[src/rtl/mesi_pkg.sv]
package mesi_pkg;
  localparam int unsigned ST_W = 2;
  typedef enum logic [ST_W-1:0] {
    ST_I = 2'b00,
    ST_S = 2'b01,
    ST_E = 2'b10,
    ST_M = 2'b11
  } line_st_e;
endpackage

[src/rtl/mesi_fill_track.sv]
module mesi_fill_track (
  input  logic clk_i,
  input  logic rst_ni,
  input  logic start_i,
  input  logic pwt_i,
  input  logic brdy_i,
  input  logic wbwt_i,
  input  logic done_i,
  output logic active_o,
  output logic wb_o,
  output logic pwt_o
);
  logic active_q, first_q, wb_q, pwt_q;

  always_ff @(posedge clk_i or negedge rst_ni) begin
    if (!rst_ni) begin
      active_q <= 1'b0;
      first_q  <= 1'b0;
      wb_q     <= 1'b0;
      pwt_q    <= 1'b0;
    end else if (start_i) begin
      active_q <= 1'b1;
      first_q  <= 1'b1;
      pwt_q    <= pwt_i;
    end else if (active_q) begin
      if (brdy_i && first_q) begin
        wb_q    <= wbwt_i;
        first_q <= 1'b0;
      end
      if (done_i) active_q <= 1'b0;
    end
  end

  assign active_o = active_q;
  // completion on the first beat uses the live value
  assign wb_o     = first_q ? wbwt_i : wb_q;
  assign pwt_o    = pwt_q;

  assert_wb_held_R4: assert property (@(posedge clk_i) disable iff (!rst_ni)
    (active_q && !first_q && !done_i) |=> $stable(wb_o));
endmodule

[src/rtl/mesi_next_state.sv]
module mesi_next_state
  import mesi_pkg::*;
(
  input  line_st_e st_i,
  input  logic     busy_i,
  input  logic     rd_i,
  input  logic     wr_i,
  input  logic     hit_i,
  input  logic     cd_i,
  input  logic     done_i,
  input  logic     wb_i,
  input  logic     pwt_i,
  output line_st_e st_d_o,
  output logic     bus_wr_o,
  output logic     copy_back_o,
  output logic     fill_start_o
);
  logic valid_hit, rd_acc, wr_acc, rd_miss, wr_hit, owned;

  always_comb begin
    valid_hit = hit_i && (st_i != ST_I);
    rd_acc    = rd_i && !busy_i;
    wr_acc    = wr_i && !rd_i && !busy_i;
    rd_miss   = rd_acc && !valid_hit;
    wr_hit    = wr_acc && valid_hit;
    owned     = (st_i == ST_E) || (st_i == ST_M);

    fill_start_o = rd_miss && !cd_i;
    copy_back_o  = rd_miss && !cd_i && (st_i == ST_M);
    bus_wr_o     = wr_acc && !(wr_hit && owned);

    st_d_o = st_i;
    if (busy_i) begin
      if (done_i && !cd_i) st_d_o = (wb_i && !pwt_i) ? ST_E : ST_S;
    end else if (wr_hit && st_i == ST_E) begin
      st_d_o = ST_M;
    end
  end
endmodule

[src/rtl/mesi_line_ctrl.sv]
module mesi_line_ctrl
  import mesi_pkg::*;
(
  input  logic            clk_i,
  input  logic            rst_ni,
  input  logic            rd_req_i,
  input  logic            wr_req_i,
  input  logic            hit_i,
  input  logic            brdy_i,
  input  logic            fill_done_i,
  input  logic            pwt_i,
  input  logic            wbwt_i,
  input  logic            cache_dis_i,
  output logic [ST_W-1:0] state_o,
  output logic            bus_wr_o,
  output logic            copy_back_o
);
  line_st_e st_q, st_d;
  logic busy, wb_eff, pwt_eff, fill_start;

  mesi_fill_track i_fill (
    .clk_i    (clk_i),
    .rst_ni   (rst_ni),
    .start_i  (fill_start),
    .pwt_i    (pwt_i),
    .brdy_i   (brdy_i),
    .wbwt_i   (wbwt_i),
    .done_i   (fill_done_i),
    .active_o (busy),
    .wb_o     (wb_eff),
    .pwt_o    (pwt_eff)
  );

  mesi_next_state i_next (
    .st_i         (st_q),
    .busy_i       (busy),
    .rd_i         (rd_req_i),
    .wr_i         (wr_req_i),
    .hit_i        (hit_i),
    .cd_i         (cache_dis_i),
    .done_i       (fill_done_i),
    .wb_i         (wb_eff),
    .pwt_i        (pwt_eff),
    .st_d_o       (st_d),
    .bus_wr_o     (bus_wr_o),
    .copy_back_o  (copy_back_o),
    .fill_start_o (fill_start)
  );

  always_ff @(posedge clk_i or negedge rst_ni) begin
    if (!rst_ni) st_q <= ST_I;
    else         st_q <= st_d;
  end

  assign state_o = st_q;

  assert_wr_e_to_m_R5: assert property (@(posedge clk_i) disable iff (!rst_ni)
    (!busy && wr_req_i && !rd_req_i && hit_i && st_q == ST_E) |=> (st_q == ST_M));
  assert_owned_silent_R6: assert property (@(posedge clk_i) disable iff (!rst_ni)
    (!busy && wr_req_i && !rd_req_i && hit_i && (st_q == ST_M || st_q == ST_E)) |-> !bus_wr_o);
  assert_shared_wr_bus_R7: assert property (@(posedge clk_i) disable iff (!rst_ni)
    (!busy && wr_req_i && !rd_req_i && hit_i && st_q == ST_S) |-> (bus_wr_o ##1 st_q == ST_S));
  assert_rd_hit_stable_R9: assert property (@(posedge clk_i) disable iff (!rst_ni)
    (!busy && rd_req_i && hit_i && st_q != ST_I) |=> $stable(st_q));
  assert_hold_in_fill_R10: assert property (@(posedge clk_i) disable iff (!rst_ni)
    (busy && !fill_done_i) |=> $stable(st_q));
  assert_cd_no_fill_R11: assert property (@(posedge clk_i) disable iff (!rst_ni)
    (cache_dis_i && (fill_done_i || rd_req_i)) |=> $stable(st_q));
  assert_quiet_in_fill_R12: assert property (@(posedge clk_i) disable iff (!rst_ni)
    busy |-> (!bus_wr_o && !copy_back_o));
endmodule

[config.mk]
export PLATFORM = sky130hd
export DESIGN_NAME = mesi_line_ctrl
export DESIGN_NICKNAME = d
export VERILOG_FILES = /design/src/rtl/mesi_pkg.sv /design/src/rtl/mesi_fill_track.sv /design/src/rtl/mesi_next_state.sv /design/src/rtl/mesi_line_ctrl.sv
export SDC_FILE = /design/constraint.sdc
export NUM_CORES = 1
export LEC_CHECK = 0
export ABC_CLOCK_PERIOD_IN_PS = 2300
export BUFFER_PORTS_ARGS = -buffer_cell sky130_fd_sc_hd__buf_2
export CAP_MARGIN = 20
export CELL_PAD_IN_SITES_DETAIL_PLACEMENT = 1
export CELL_PAD_IN_SITES_GLOBAL_PLACEMENT = 1
export CORE_AREA = 4 4 41 43
export CTS_BUF_LIST = sky130_fd_sc_hd__clkbuf_8
export DETAILED_ROUTE_END_ITERATION = 7
export DIE_AREA = 0 0 45 47
export PLACE_DENSITY = 0.52
export SLEW_MARGIN = 20
export SYNTH_ARGS = -nofsm -noshare
export SYNTH_HDL_FRONTEND = slang
export SYNTH_SLANG_ARGS = --single-unit
[constraint.sdc]
create_clock -name clk_i -period 2.3 [get_ports clk_i]
set_input_delay 0.115 -clock clk_i [delete_from_list [all_inputs] [get_ports clk_i]]
set_output_delay 0.115 -clock clk_i [all_outputs]
set_load 0.01 [all_outputs]
# Yosys cells after proc, flatten, opt, wreduce, memory -nomap -nowiden
# Cells that the tools add are included.
[op_classes]
addsub = 0
n_mul = 0
n_div = 0
order_cmp = 0
n_eq_ne = 3
n_shift = 0
n_mux = 11
n_bitwise = 1
n_reduce_logical = 28
[op_table]
columns = ["operator", "count"]
rows = [
  ["1-bit logical AND", 14],
  ["2-bit 2-to-1 mux", 4],
  ["2-bit nonzero test", 4],
  ["1-bit 2-to-1 mux", 7],
  ["1-bit zero test", 6],
  ["2-bit equality test, second input constant", 2],
  ["2-bit AND reduction", 2],
  ["3-bit AND reduction", 1],
  ["2-bit by 1-bit inequality test with 1-bit output, second input constant", 1],
  ["1-bit logical OR", 1],
  ["1-bit inverter", 1],
]
[word_totals]
regBits = 6
latchBits = 0
mem_bits_rw = 0
romBits = 0
inputBits = 10
out_inout_bits = 4
wordCells = 48
memories = 0

# Depth between registers and ports, before layout
# Gate-level depths: netlist of run 1.
[depth]
word_depth = 7
depth_mapped = 3
depth_no_buf = 3

# Cells and area by module
# From an unflattened synthesis of run 1, not the netlist that was laid out.
[hier_totals]
cells_unflattened = 27
hier_area_um2 = 296.5
[modules_own_cells]
columns = ["mod", "instances", "cells_each", "area_each_um2", "seq_area_each_um2"]
rows = [
  ["mesi_fill_track", 1, 12, 167.7, 100.1],
  ["mesi_next_state", 1, 13, 78.8, 0.0],
  ["mesi_line_ctrl", 1, 2, 50.0, 50.0],
]

# Worst setup path after synthesis of run 1
# Ideal clock, no wire load.
[synth_timing]
kind = "register to register"
from = "register st_q[1] (netlist: state_o[1])"
to = "register i_fill.pwt_q (netlist: i_fill.pwt_o)"
setup_time_ns = 0.125
arrival_ns = 0.986
required_time_ns = 2.175
setup_slack_ns = 1.189
path_stages_with_launch = 4
n_path_buf = 0
period_less_slack_ns = 1.111
cell_sequence = "dfrtp_1 > o21ai_2 > nand3_2 > mux2_4"
[synth_between]
elab_chain_len = 5
[synth_lines]
columns = ["element", "line_no", "text"]
rows = [
  ["start, declared", "mesi_line_ctrl.sv:18", "line_st_e st_q, st_d;"],
  ["start signal, assigned", "mesi_line_ctrl.sv:52", "else st_q <= st_d;"],
  ["2-bit nonzero test", "mesi_next_state.sv:21", "valid_hit = hit_i && (st_i != ST_I);"],
  ["1-bit logical AND", "mesi_next_state.sv:21", ""],
  ["1-bit zero test", "mesi_next_state.sv:24", "rd_miss = rd_acc && !valid_hit;"],
  ["1-bit logical AND", "mesi_next_state.sv:24", ""],
  ["1-bit logical AND", "mesi_next_state.sv:28", "fill_start_o = rd_miss && !cd_i;"],
  ["end signal, assigned", "mesi_fill_track.sv:24", "pwt_q <= pwt_i;"],
  ["end, declared", "mesi_fill_track.sv:13", "logic active_q, first_q, wb_q, pwt_q;"],
]
# Every way passes these cells.
# A chain may end at the register's enable or synchronous reset.

# Worst setup path after layout of run 1
[layout_timing]
from = "register st_q[1] (netlist: state_o[1])"
to = "output copy_back_o"
[layout_between]
elab_chain_len = 6
elab_cells_between_ends = 7
classes_between = "eq/ne: 1; reduce/logical: 6"
[layout_lines]
columns = ["element", "line_no", "text"]
rows = [
  ["2-bit nonzero test", "mesi_next_state.sv:21", ""],
  ["1-bit logical AND", "mesi_next_state.sv:21", ""],
  ["1-bit zero test", "mesi_next_state.sv:24", ""],
  ["1-bit logical AND", "mesi_next_state.sv:24", ""],
  ["1-bit logical AND", "mesi_next_state.sv:29", "copy_back_o = rd_miss && !cd_i && (st_i == ST_M);"],
  ["1-bit logical AND (*)", "mesi_next_state.sv:29", ""],
  ["end, declared", "mesi_line_ctrl.sv:16", "output logic copy_back_o"],
]
# Mark *: on every way between the ends. The rest lies on a longest branch, timed or not.

==> flow_summary.yaml, run 1 <==
status:
  status: "finished clean"
critical_path:
  start_kind: "flip-flop"
  crit_arrival_ns: 1.22
  endpoint_kind: "output pin"
  cp_max_fo: 6
  worst_ep_required_time_ns: 2.18
  crit_type: "reg -> out"
placement:
  dp_slack_ns: 1.14
  gp_congestion: 0.728
  numPortBuffers: 13
  dp.cells: 57
  place_hpwl_um: 708
cells_and_area:
  drive_gt1_frac: 0.435
  final_nets: 58
  nFillCells: 157
  fin_cells: 61
  area_delta_synth_final_pct: 46.6
  antennaDiodeCount: 0
global_routing:
  antenna_found_initial: 0
  grt_pass1_wl_um: 1430
  grt_pass1_vias: 319
  grt_usage: 0.101
  grt-ovfl-total: 0
  grt_start_max_net_pins: 7
detailed_routing:
  routedWlPerCell_um: 13.9
  detail_route.first_pass.iterations: 2
  drt_iter0_markers: 1
  routed_wl_um: 846
  ant_nets: 0
  vias: 274
  drc: 0
  drt-vias-per-instance: 4.49
cts:
  cts_root_buf: "clkbuf_8"
  clock_path_buffers: 2
  path_clk_slew_ns: 0.04
  cts_buffers: 3
  h-tree-depth: 1
  post_cts_buffers: 0
  cts_tree: "done"
  clk_latency_ns: 0.22
  cts.sinks: 6
timing:
  finalCritPeriodShare: 0.579
  rsz0062_at_grt: "no"
  max_freq_ghz: 0.752
  finClkSkew_ns: 0.00155
  worst_slew_pin_slew_ns: 0.268
  setup_viol: 0
  slew_headroom: 0.820
  layout_setup_ws_ns: 0.969
  layout_min_cycle_time_ns: 1.33
  slew_violations: 0
  finalHoldViolations: 0
  fin_setup_tns_ns: 0
die:
  coreArea_mm2: 0.00130
  rows: 13
  chipHeight_um: 47
  die_area_mm2: 0.00212
  io_pins: 14
  start_util: 0.223
  die_w_um: 45
logic_synthesis:
  synth_area_leaders: "dfrtp_1 (52%), nand2_1 (6.5%), mux2_4 (5.2%)"
  avgSynthCellArea_um2: 10.0
  synthCells: 29
  ys_ff_latch: 6
  syn-num-nets: 39
  netlist_area_um2: 290
  ys_seq_area_frac: 0.517
  synth_warnings: 0
  yosys.area.top_type: "dfrtp_1"
  synth_cell_types: 17
  synth_top_area_share: 0.517
run:
  drv_cap: 0
power:
  p_leak_uw: 0.000220
  ir_drop_mv: 0.516
  powerDensity_mw_per_mm2: 1130
hold_path:
  hold_path_class: "in -> reg"
==> synth_stat cells (all sizes together) <==
library cell,n
dfrtp,6
nand2,5
nor2,3
inv,2
mux2,2
nand3,2
o21ai,2
a21o,1
a21oi,1
a31oi,1
mux2i,1
nand3b,1
nand4,1
nor3,1
==> cell families (layout without fill, tap and decap cells) <==
group	after synthesis	in the layout	synth area share
AOI/OAI and AO/OA	5	5	0.112
buffers and inverters	2	19	0.0259
DFF	6	6	0.517
muxes	3	3	0.125
and+or+nand+nor	13	13	0.220
==> layout make-up <==
class,instances,area [um^2],share of cell area
repair buffers,14,75.1,0.176
flip-flops and latches,6,150,0.353
multi-input cells,21,133,0.312
well taps,15,18.8,0.0441
clock buffers,3,41.3,0.0971
inverters,2,7.51,0.0176
==> through the flow <==
step	total power, uW	area [um^2]	hold slack [ns]	util
after floorplan	270	290	-0.181	-
after global placement	319	374	-0.0500	0.288
after detailed placement	329	374	-0.0473	0.288
after CTS	492	425	0.103	0.327
after global routing	517	425	0.115	0.327
final	481	425	0.103	0.327
==> layout by cell type (no fill, tap or decap), drive strengths merged <==
cell type,Yosys,layout
a31oi,1,1
mux2,2,2
buf,0,13
inv,2,2
o21ai,2,2
dlygate4sd3,0,1
clkbuf,0,3
mux2i,1,1
nand3,2,2
a21o,1,1
nand3b,1,1
nor2,3,3
a21oi,1,1
nand4,1,1
nor3,1,1
dfrtp,6,6
nand2,5,5
==> per-layer routing <==
layer  track usage  up-vias  share of wire
met5             0        -              0
met1         0.111      127           0.43
met3        0.0690        0          0.098
li1              -      135              -
met2         0.164       12           0.47
met4        0.0175        0              0
==> flip-flops by register name, summed over array words and instances, names as in the netlist <==
| signal | cells |
|---|---|
| i_fill.active_o | 1 |
| i_fill.first_q | 1 |
| state_o | 2 |
| i_fill.pwt_o | 1 |
| i_fill.wb_q | 1 |
==> path summary, 6_finish.rpt <==
path,from,end,slack (ns),depth (start not counted)
max,state_o[1],copy_back_o,0.97,4
min,fill_done_i,i_fill.active_o,0.10,2
max reg2reg,state_o[1],i_fill.pwt_o,1.15,3
min reg2reg,i_fill.wb_q,i_fill.wb_q,0.52,1
max in group asynchronous,rst_ni,state_o[1],1.89,2
min in group asynchronous,rst_ni,i_fill.pwt_o,0.26,2
==> timing repair <==
item | CTS | global route
resized for setup | 0 | 0
hold buffers | 1 | 0
hold endpoints to repair | 6 | 0
==> power by group <==
part	leakage, uW	total, uW	internal (uW)	switching (uW)
combinational	0.000127	126	67.4	59.0
clock	0.0000216	156	112	43.9
sequential	0.0000711	199	152	46.8
==> critical path: stages, from the launching register on <==
cell and delay (ns):
dfrtp_1 0.43, o21ai_2 0.16, nand3_2 0.13, nor2_1 0.13, buf_2 0.14
Power figures use the tool's default switching activity.
==> run 2: changes to the inputs <==
Settings changed: ABC_AREA from default to 1, ABC_CLOCK_PERIOD_IN_PS 2300 to 1180, PLACE_DENSITY 0.52 to 0.62.
Clock period 2.3 ns to 1.18 ns, I/O delays scaled along.
==> flow_summary.yaml, run 2 <==
logic_synthesis:
  synth_warnings: 0
  ys_ff_latch: 6
  muxShareOfSynthArea: 0
  ys.flop_type: "dfrtp_1"
  yosys.area_share.simple: 0.432
  synth_top_family_by_area: "simple AND/OR/NAND/NOR gates"
  yosys.area.top_type: "dfrtp_1"
  ys_seq_area_frac: 0.455
  synth_compound_area_frac: 0.0455
  async_flop_share: 1.00
  synth_fa_ha_area_frac: 0
  synth_top_area_share: 0.455
  synth_cell_types: 12
  syn-num-nets: 56
  synth_xor_xnor_area_share: 0
  synth_area_leaders: "dfrtp_1 (45%), nand2_1 (19%), nand3_1 (7.6%)"
  yosysMostFrequentCell: "nand2_1"
  synthCells: 46
  avgSynthCellArea_um2: 7.18
  ys_top_cells_by_count: "nand2_1 (17), dfrtp_1 (6), inv_1 (5), nand3_1 (5)"
  synth_edf_count: 0
  netlist_area_um2: 330
critical_path:
  cp_top_family: "flip-flops"
  rr_startpoint: "i_fill.active_o"
  rrSetupSlack_ns: 0.15
  cpPeakStageDelay_ns: 0.41
  cp_num_cells: 4
  worst_ep_required_time_ns: 1.12
  crit_type: "reg -> out"
  cp_max_fo: 4
  reg2reg_depth: 5
  crit_arrival_ns: 1.09
  timing.critical_path.buf_inv: 1
  worstPathCellList: "o21ai_2, nand2_1, nor2_1, buf_2"
  reg2reg_to: "state_o[1]"
  crit_slowest_cell: "dfrtp_1"
  endpoint_kind: "output pin"
  start_kind: "flip-flop"
  crit_start: "state_o[1]"
power:
  p_leak_uw: 0.000285
  ir_drop_mv: 1.32
  p_total_uw: 1110
  powerDensity_mw_per_mm2: 2150
die:
  rows: 13
  coreArea_mm2: 0.00130
  die_area_mm2: 0.00212
  die_w_um: 45
  start_util: 0.254
  io_pins: 14
  chipHeight_um: 47
placement:
  dp_slack_ns: 0.0308
  numPortBuffers: 13
  dp.cells: 74
  place_hpwl_um: 722
  gp_congestion: 0.632
timing:
  rsz0062_at_grt: "yes"
  setup_viol: 0
  worst_slew_pin_slew_ns: 0.170
  max_freq_ghz: 0.872
  slew_violations: 0
  finalHoldViolations: 0
  layout_min_cycle_time_ns: 1.15
  slew_headroom: 0.887
  finClkSkew_ns: 0.00277
  layout_setup_ws_ns: 0.0338
  finalCritPeriodShare: 0.971
  hold_slack_ns: 0.0600
cts:
  cts_buffers: 3
  clk_latency_ns: 0.22
  path_clk_slew_ns: 0.03
  cts_root_buf: "clkbuf_8"
  clock_path_buffers: 2
  cts.sinks: 6
  h-tree-depth: 1
  cts_tree: "done"
detailed_routing:
  routed_wl_um: 924
  drc: 0
  drt-vias-per-instance: 4.42
  detail_route.first_pass.iterations: 1
  ant_nets: 0
  drt_iter0_markers: 0
  vias: 371
  routedWlPerCell_um: 11.0
global_routing:
  grt-ovfl-total: 0
  grt_start_max_net_pins: 7
  grt_pass1_wl_um: 1550
  antenna_found_initial: 0
  grt_pass1_vias: 384
  grt_usage: 0.106
status:
  status: "finished clean"
cells_and_area:
  area_delta_synth_final_pct: 56.1
  antennaDiodeCount: 0
  drive_gt1_frac: 0.420
  mostFrequentLayoutCells: "nand2_1 (17), buf_2 (13), buf_4 (6)"
  nFillCells: 183
  fin_cells: 84
  final_common_cell: "nand2_1"
  largest_reg_flops: 2
  final_nets: 81
  final_util: 0.396
hold_path:
  hold_path_class: "in -> reg"
  hold_path_end: "i_fill.active_o"
  hold_depth: 2
  hold_start: "fill_done_i"
run:
  drv_cap: 0
run 2: cell count changes in the layout (fill, tap and decap cells not counted), moves of 2 or more:
cell / change
nand2_2: +2
nand3_1: +4
buf_4: +6
inv_1: +3
nand2_1: +12
run 2: layout make-up:
class / instances / area [um^2] / area share
clock buffer: 3 / 41.3 / 0.0801
sequential: 6 / 151 / 0.294
multi-input combinational: 34 / 161 / 0.313
inverter: 6 / 22.5 / 0.0437
timing repair buffer: 20 / 120 / 0.233
tap: 15 / 18.8 / 0.0364
run 2: worst max-delay path by stage:
stage	endpoint
after global routing	copy_back_o
final	copy_back_o
after global placement	copy_back_o
after detailed placement	copy_back_o
after CTS	copy_back_o
after floorplan	copy_back_o
run 2: power breakdown:
part	switching, uW	internal, uW	leakage, uW	total [uW]
registers	80.0	298	0.0000711	378
logic	222	214	0.000192	436
clock network	77.1	218	0.0000216	295
total	379	730	0.000285	1110
run 2: per-layer routing:
layer / vias to the layer above / global-route usage / wire, um
met3: 0 / 0.0575 / 41
met2: 6 / 0.181 / 484
met4: 0 / 0.0175 / 0
met1: 175 / 0.118 / 399
li1: 190 / - / -
met5: - / 0 / 0
run 2: cell families after synthesis:
group,count (synthesis)
and+or+nand+nor,31
AOI/OAI and AO/OA,3
buffers and inverters,6
DFF,6
run 2: stage by stage:
step | cell area (um^2) | TNS [ns]
detailed placement | 414 | 0
finish | 515 | 0
CTS | 500 | 0
global route | 515 | -0.0634
floorplan | 330 | 0
global placement | 414 | 0
run 2: what timing repair did:
action                                 in CTS  in global routing
setup endpoints to repair                   1                  2
pin swaps                                   2                  0
endpoints found under the hold margin       6                  0
setup buffers                               4                  2
gates cloned                                0                  0
hold buffers                                1                  0
resized for setup                           3                  0
run 2: worst reg2reg max path, stage by stage (launching register included):
cell and delay, ns:
dfrtp_2 0.42, buf_4 0.15, nor2_1 0.11, nand2_1 0.10
nand3_1 0.08, nand2_1 0.06
==> run 3: changes to the inputs <==
Settings changed: CORE_AREA 4 4 41 43 to 2 2 39 41, DIE_AREA 0 0 45 47 to 0 0 41 43.
==> flow_summary.yaml, run 3 (synthesis results as in run 2) <==
power:
  netSwitchingFraction: 0.354
  switchingPower_uw: 408
  pwr-share-seq: 0.319
  p_leak_uw: 0.000292
  combPwrFrac: 0.415
  powerDensity_mw_per_mm2: 2110
  p_total_uw: 1150
  p_int_uw: 744
  ir_drop_mv: 0.905
  clockPowerShare: 0.266
global_routing:
  grt_usage: 0.147
  grt_pass1_wl_um: 1660
  grt-ovfl-total: 0
  antenna_found_initial: 0
  grt_pass1_vias: 406
  grt_start_max_net_pins: 7
cells_and_area:
  final_util: 0.394
  area_delta_synth_final_pct: 65.2
  antennaDiodeCount: 0
  final_nets: 81
  mostFrequentLayoutCells: "nand2_1 (15), buf_2 (13), inv_1 (5), nand3_1 (5), dfrtp_1 (5)"
  largest_reg_flops: 2
  nFillCells: 180
  drive_gt1_frac: 0.478
  final_common_cell: "nand2_1"
  area.sequential_um2: 151
  multi_input_area_um2: 179
  fin_cells: 85
detailed_routing:
  drc: 0
  routed_wl_um: 913
  detail_route.first_pass.iterations: 4
  ant_nets: 0
  vias: 368
  routedWlPerCell_um: 10.7
  highest_layer: "met4"
  drt_iter0_markers: 3
  drt-vias-per-instance: 4.33
  wl_met2_um: 510
  drt-met1-wl_um: 369
  route.met3.wl_um: 8
die:
  rows: 14
  die_area_mm2: 0.00176
  io_pins: 14
  start_util: 0.239
  chipHeight_um: 43
  die_w_um: 41
  coreArea_mm2: 0.00138
run:
  drv_cap: 0
critical_path:
  rrSetupSlack_ns: 0.07
  crit_type: "reg -> out"
  worstPathCellList: "buf_6, nand2_2, nor3b_2, buf_2"
  cpPeakStageDelay_ns: 0.39
  crit_slowest_cell: "dfrtp_1"
  worst_ep_required_time_ns: 1.12
  endpoint_kind: "output pin"
  cp_max_fo: 4
  crit_arrival_ns: 1.11
  start_kind: "flip-flop"
cts:
  path_clk_slew_ns: 0.04
  clock_path_buffers: 2
  cts_buffers: 3
  h-tree-depth: 1
  clk_latency_ns: 0.22
  cts.sinks: 6
  cts_tree: "done"
  cts_root_buf: "clkbuf_8"
timing:
  layout_min_cycle_time_ns: 1.17
  rsz0062_at_grt: "yes"
  finalHoldViolations: 0
  finClkSkew_ns: 0.00446
  finalCritPeriodShare: 0.994
  slew_headroom: 0.888
  max_freq_ghz: 0.852
  layout_setup_ws_ns: 0.00686
  setup_viol: 0
  slew_violations: 0
  worst_slew_pin_slew_ns: 0.168
placement:
  dp.cells: 77
  dp_slack_ns: 0.0926
  gp_congestion: 0.680
  place_hpwl_um: 706
  numPortBuffers: 13
hold_path:
  hold_path_class: "in -> reg"
status:
  status: "finished clean"
[run 3: changes by cell type in the layout (fill, tap and decap cells not counted)]
cell	before	now
nand2_2	2	4
buf_6	0	3
nor2_1	3	2
buf_4	6	3
nand2_1	17	15
nor3b_1	1	0
nor3b_2	0	1
nor2_4	0	1
[run 3: cell type report]
cell class / instances / area share
flip-flops and latches: 6 / 0.278
multi-input cells: 34 / 0.328
inverters: 6 / 0.0413
well taps: 16 / 0.0367
repair buffers: 20 / 0.241
clock buffers: 3 / 0.0757
[run 3: what timing repair did]
item / 4_1_cts / 5_1_grt
pin swaps: 1 / 3
gates resized for setup: 5 / 6
endpoints found under the hold margin: 6 / 0
hold buffers: 1 / 0
setup buffers: 4 / 0
setup endpoints to repair: 2 / 4
[run 3: per-layer routing]
metal,vias up,global-route usage
met1,168,0.175
li1,193,-
met3,2,0.0157
met5,-,0
met2,5,0.222
met4,0,0.120
[run 3: path summary, 6_finish.rpt]
check	to	startpoint	cells after the start
worst max-delay path	bus_wr_o	state_o[1]	4
worst min-delay path	i_fill.active_o	fill_done_i	2
worst max register to register	state_o[1]	i_fill.active_o	7
worst min register to register	i_fill.pwt_o	i_fill.pwt_o	2
max in group asynchronous	i_fill.active_o	rst_ni	2
min in group asynchronous	state_o[1]	rst_ni	2
[run 3: critical path, delay by kind of cell (launching register included)]
family	cells	cell delay, ns
and+or+nand+nor	2	0.21
DFF	1	0.39
buffers and inverters	2	0.28
[run 3: per-stage QoR]
stage | setup TNS, ns | cell area [um^2] | hold slack, ns
after floorplan | 0 | 330 | -0.237
after global placement | 0 | 430 | -0.116
after detailed placement | 0 | 430 | -0.115
after CTS | 0 | 524 | 0.0593
after global routing | -0.114 | 546 | 0.0880
final | 0 | 546 | 0.0568
[run 3: power by group through the flow]
stage	sequential [uW]	clock, uW	combinational [uW]
6_report	368	307	477
5_1_grt	386	329	540
4_1_cts	358	317	460
3_5_place_dp	364	0	390
3_3_place_gp	363	0	387
2_1_floorplan	386	0	182
